## config.mk

```make
export PLATFORM = sky130hd
export DESIGN_NAME = exc_commit
export DESIGN_NICKNAME = d
export VERILOG_FILES = /design/src/rtl/exc_commit.sv
export SDC_FILE = /design/constraint.sdc
export NUM_CORES = 1
export LEC_CHECK = 0
export CAP_MARGIN = 20
export CORE_UTILIZATION = 50
export CTS_BUF_LIST = sky130_fd_sc_hd__clkbuf_2
export DETAILED_ROUTE_END_ITERATION = 8
export DONT_BUFFER_PORTS = 1
export GPL_TIMING_DRIVEN = 0
export SETUP_SLACK_MARGIN = 0.3
export SYNTH_ARGS = -nofsm -noshare
export SYNTH_HDL_FRONTEND = slang
export SYNTH_SLANG_ARGS = --single-unit
export TNS_END_PERCENT = 100
```

## constraint.sdc

```tcl
create_clock -name clk -period 2.15 [get_ports clk]
set_input_delay 0.43 -clock clk [delete_from_list [all_inputs] [get_ports clk]]
set_output_delay 0.43 -clock clk [all_outputs]
set_load 0.01 [all_outputs]
```

## src/rtl/exc_commit.sv

```systemverilog
module exc_commit #(
  parameter int XLEN = 32,
  parameter logic [XLEN-1:0] HANDLER_PC = 'h100
) (
  input  logic            clk,
  input  logic            rst_n,
  input  logic            f_valid,
  input  logic [XLEN-1:0] f_pc,
  input  logic            f_addr_fault,
  input  logic            d_illegal,
  input  logic            e_overflow,
  input  logic            m_data_fault,
  input  logic            irq_req,
  input  logic            m_ret,
  output logic            kill_f,
  output logic            kill_d,
  output logic            kill_e,
  output logic            kill_m,
  output logic            wb_suppress,
  output logic            redirect_valid,
  output logic [XLEN-1:0] redirect_pc,
  output logic [XLEN-1:0] epc,
  output logic [2:0]      cause,
  output logic            irq_en,
  output logic            kernel_mode
);
  localparam logic [2:0] C_IRQ   = 3'd0;
  localparam logic [2:0] C_FETCH = 3'd1;
  localparam logic [2:0] C_ILL   = 3'd2;
  localparam logic [2:0] C_OVF   = 3'd3;
  localparam logic [2:0] C_DATA  = 3'd4;

  logic            d_v, e_v, m_v;
  logic            d_x, e_x, m_x;
  logic [2:0]      d_c, e_c, m_c;
  logic [XLEN-1:0] d_pc, e_pc, m_pc;
  logic            prev_mode;

  logic       irq_hit, sync_hit, trap, ret_take, flush;
  logic [2:0] trap_cause;

  assign irq_hit    = m_v & irq_req & irq_en;
  assign sync_hit   = m_v & (m_x | m_data_fault);
  assign trap       = irq_hit | sync_hit;
  assign ret_take   = m_v & m_ret & ~trap;
  assign flush      = trap | ret_take;
  assign trap_cause = irq_hit ? C_IRQ : (m_x ? m_c : C_DATA);

  assign kill_f         = flush;
  assign kill_d         = flush;
  assign kill_e         = flush;
  assign kill_m         = trap;
  assign wb_suppress    = trap;
  assign redirect_valid = flush;
  assign redirect_pc    = trap ? HANDLER_PC : epc;

  always_ff @(posedge clk) begin
    if (!rst_n || flush) begin
      d_v <= 1'b0; e_v <= 1'b0; m_v <= 1'b0;
      d_x <= 1'b0; e_x <= 1'b0; m_x <= 1'b0;
    end else begin
      d_v <= f_valid;
      d_x <= f_valid & f_addr_fault;
      e_v <= d_v;
      e_x <= d_x | (d_v & d_illegal);
      m_v <= e_v;
      m_x <= e_x | (e_v & e_overflow);
    end
    d_pc <= f_pc;
    d_c  <= C_FETCH;
    e_pc <= d_pc;
    e_c  <= d_x ? d_c : C_ILL;
    m_pc <= e_pc;
    m_c  <= e_x ? e_c : C_OVF;
  end

  always_ff @(posedge clk) begin
    if (!rst_n) begin
      epc         <= '0;
      cause       <= C_IRQ;
      irq_en      <= 1'b1;
      kernel_mode <= 1'b0;
      prev_mode   <= 1'b0;
    end else if (trap) begin
      epc         <= m_pc;
      cause       <= trap_cause;
      irq_en      <= 1'b0;
      prev_mode   <= kernel_mode;
      kernel_mode <= 1'b1;
    end else if (ret_take) begin
      irq_en      <= 1'b1;
      kernel_mode <= prev_mode;
    end
  end

  AST_EPC_CAPTURE: assert property (@(posedge clk) disable iff (!rst_n)
    (kill_m && redirect_valid) |=> (epc == $past(m_pc)));
  AST_IRQ_WINS: assert property (@(posedge clk) disable iff (!rst_n)
    (m_v && irq_req && irq_en) |=> (cause == C_IRQ && !irq_en && kernel_mode));
  AST_FLUSH_YOUNGER: assert property (@(posedge clk) disable iff (!rst_n)
    redirect_valid |=> (!d_v && !e_v && !m_v));
  AST_BUBBLE_QUIET: assert property (@(posedge clk) disable iff (!rst_n)
    !m_v |-> (!redirect_valid && !wb_suppress));
  AST_MASKED_IRQ: assert property (@(posedge clk) disable iff (!rst_n)
    (!irq_en && m_v && !m_x && !m_data_fault && !m_ret) |-> !redirect_valid);
  AST_RET_RESTORE: assert property (@(posedge clk) disable iff (!rst_n)
    (redirect_valid && !kill_m) |=> (irq_en && kernel_mode == $past(prev_mode)));
  AST_TRAP_MASKS: assert property (@(posedge clk) disable iff (!rst_n)
    wb_suppress |=> (!irq_en && kernel_mode && prev_mode == $past(kernel_mode)));
endmodule

```

==> impl_results.md <==
- Outcome: complete, but fails checks
- Failing checks: negative setup slack
- Worst setup SP type: register
- Hold Path Class: input port to register
- Clock Root Buffer: clkbuf_2
- Hold Fails Final Rpt: 0
- Total power per unit cell area: 866 nW/µm²
- # placed instances: 429
- First-iteration detailed-routing DRC count: 41
- # IOs: 116
- Yosys top cell area share: 0.718
- Antenna diode count: 0
- Share of cells above drive strength 1: 0.238
- H-tree Lvls: 4
- Placer Congestion: 0.675
- Clk sinks: between 100 and 150
- Synth Cell Area: 4010 µm²
- 1st-pass router iterations: 5
- Critical-path maximum fanout: 5
- CP max-delay cell: dfxtp_4
- Yosys Warn Count: 0
- Area Growth Syn to Fin: 28.3%
- Finished Layout Cells: approximately 520
- Ranking of synthesized cells by area: dfxtp_1, mux2i_1, nand2_1, and2_1, a21oi_1
- CP Class: register to output port
- Global-route wire length before repair: 11,100 µm
- Vias in the first global route: roughly 2,200
- Hold endpoint: d_x$_SDFF_PP0_
- # DRC: 0
- Critical path required time: 1.72 ns
- WHS Path Cells: 2
- GRT overflow: 0
- Total track usage: 0.179
- Worst vdd ir: 689 µV
- CP Capture Type: output port
- Lkg Pwr: around 2.1 nW
- Core area: 7730 µm²
- HP Start: rst_n
- Max Freq: between 400 and 500 MHz
- Vias: around 2,400
- Initial antenna violation count: 0
- Worst slew margin: 0.636
- Sequential area share after synthesis: 0.718
- Via density: approximately 4.6
- FFs w/ async S/R, synth: 0
- Worst slew pin tran: between 0.5 and 0.6 ns
- Clock transition at path regs: about 0.23 ns
- Crit path launch: irq_en$_SDFFE_PN1P_
- Starting Density: 0.519
- CTS Buffer Depth: 2
- RSZ-0062 raised after global routing: yes
- Reg-to-reg endpoint: epc[14]$_SDFFE_PN0P_
- Antenna violation net count after detailed routing: 0
- Max_cap viols: 0
- Layout net count: ~440
- WP data arrival: around 2 ns
- Row count: 32
- CTS tree: built
- IO buf count: 0
- Routed wire per std cell: 13.7 µm
- Setup slack at placement: 0.266 ns
- Fin worst setup slack: -0.225 ns
- Cells along the critical path: a211o_4 > nand2_8 > clkbuf_16 > and2_4
- Hold Slack: between 0.1 and 0.15 ns
- Num CTS Buffers: 17
- Critical R2R Launch: irq_en$_SDFFE_PN1P_
- Unique masters post-synth: 26
- DRT Wirelength: between 7000 and 8000 µm
- R2R setup slack: roughly 0.40 ns
- Die height: slightly above 90 µm
- Fin. max-slew vios: 0
- Syn_area_per_cell: around 12 µm²
- Final setup vio count: 38
- Synth area leader: dfxtp_1
- Final period util: 1.10
- Area of the die: about 8400 µm²
- Yosys reg bits: approximately 140
- Min Tclk post-route: around 2.4 ns
- R2R depth: 8
- Max incr delay on CP: 0.42 ns
- Post-Syn Nets: between 300 and 400
- Chip width: between 90 and 100 µm
- Clk_skew: 0.0189 ns
- Pin count of the biggest net entering global routing: 17
- Main flop type after synthesis: dfxtp_1
- EDFF count, synth: 0
- DP Wirelength: approximately 4200 µm
- Clk_lat worst skew: ~0.65 ns
- Syn Inst Count: between 300 and 400
==> layout by cell type (no fill, tap or decap), types with 4 or more instances in the layout <==
cell type,netlist,layout
a21oi_1,9,9
and2_4,0,31
buf_12,2,4
buf_4,4,9
buf_6,0,6
clkbuf_1,7,7
clkbuf_2,3,17
dfxtp_1,144,143
dlygate4sd3_1,0,40
inv_6,1,8
inv_8,0,5
mux2i_1,33,33
nand2_1,68,68
==> routing by layer <==
| metal | up-vias | track usage | wire length (µm) |
|---|---|---|---|
| li1 | 1197 | - | - |
| met1 | 1092 | 0.208 | 3110 |
| met2 | 87 | 0.282 | 3410 |
| met3 | 10 | 0.0838 | 435 |
| met4 | 0 | 0.0754 | 123 |
| met5 | - | 0 | 0 |
==> how the worst max path moves through the flow <==
stage,slack [ns],to,cells after the start
after detailed placement,0.27,kill_f,4
after global routing,-0.35,redirect_pc[0],4
final,-0.23,redirect_pc[0],4
after floorplan,0.43,kill_e,4
after global placement,0.28,redirect_valid,4
after CTS,-0.29,redirect_pc[2],4
==> registers in the layout, indices dropped and copies added (netlist names), 2 cells and up <==
| name | flops |
|---|---|
| cause | 3 |
| d_pc | 32 |
| e_c | 2 |
| e_pc | 32 |
| epc | 32 |
| m_c | 2 |
| m_pc | 32 |
==> per-stage QoR <==
stage | power (W) | utilization | instance area, µm² | setup TNS [ns]
after floorplan | 0.00297 | - | 4010 | 0
after global placement | 0.00300 | 0.536 | 4140 | 0
after detailed placement | 0.00301 | 0.536 | 4140 | 0
after CTS | 0.00451 | 0.658 | 5080 | -9.73
after global routing | 0.00468 | 0.667 | 5150 | -11.47
final | 0.00446 | 0.667 | 5150 | -6.85
==> critical path: cells and delay by family (launching register included) <==
kind | cells | cell delay [ns]
AO/OA/AOI/OAI | 1 | 0.41
buffers and inverters | 1 | 0.15
flip-flops | 1 | 0.42
AND/OR/NAND/NOR | 2 | 0.30
==> cell families after synthesis <==
kind of cell,Yosys count,share of synthesized area
buffers and inverters,23,0.0390
and+or+nand+nor,112,0.137
DFF,144,0.718
AOI/OAI and AO/OA,15,0.0240
muxes,33,0.0823
==> final cells by class <==
| cell class | count | area [µm²] |
|---|---|---|
| Timing Repair Buffer | 56 | 582 |
| Multi-Input combinational cell | 161 | 1090 |
| Clock inverter | 15 | 136 |
| Tap cell | 102 | 128 |
| Inverter | 4 | 30.0 |
| Buffer | 19 | 216 |
| Clock buffer | 17 | 85.1 |
| Sequential cell | 144 | 2890 |
| Fill cell | 588 | 2580 |
==> synth_stat cells (2+ instances only) <==
library cell	count
buf_12	2
mux2i_1	33
a21oi_1	9
and2_1	31
buf_2	2
buf_4	4
inv_1	3
nand2b_1	3
dfxtp_1	144
nor3_1	2
clkbuf_1	7
clkbuf_2	3
and3b_1	2
and3_1	3
nand2_1	68
==> where the power goes <==
group / internal (W) / switching [W]
combinational: 0.000121 / 0.0000946
sequential: 0.00279 / 0.0000428
clock: 0.000370 / 0.00104
total: 0.00328 / 0.00118
==> what timing repair did <==
item                                    in CTS  in global routing
resized for setup                           55                  7
gates cloned                                 5                  0
hold buffers                                40                  0
endpoints found under the setup margin      38                 39
setup buffers                                5                  7
hold endpoints to repair                    41                  0
pin swaps                                    3                  2
(Power assumes the default switching activity.)
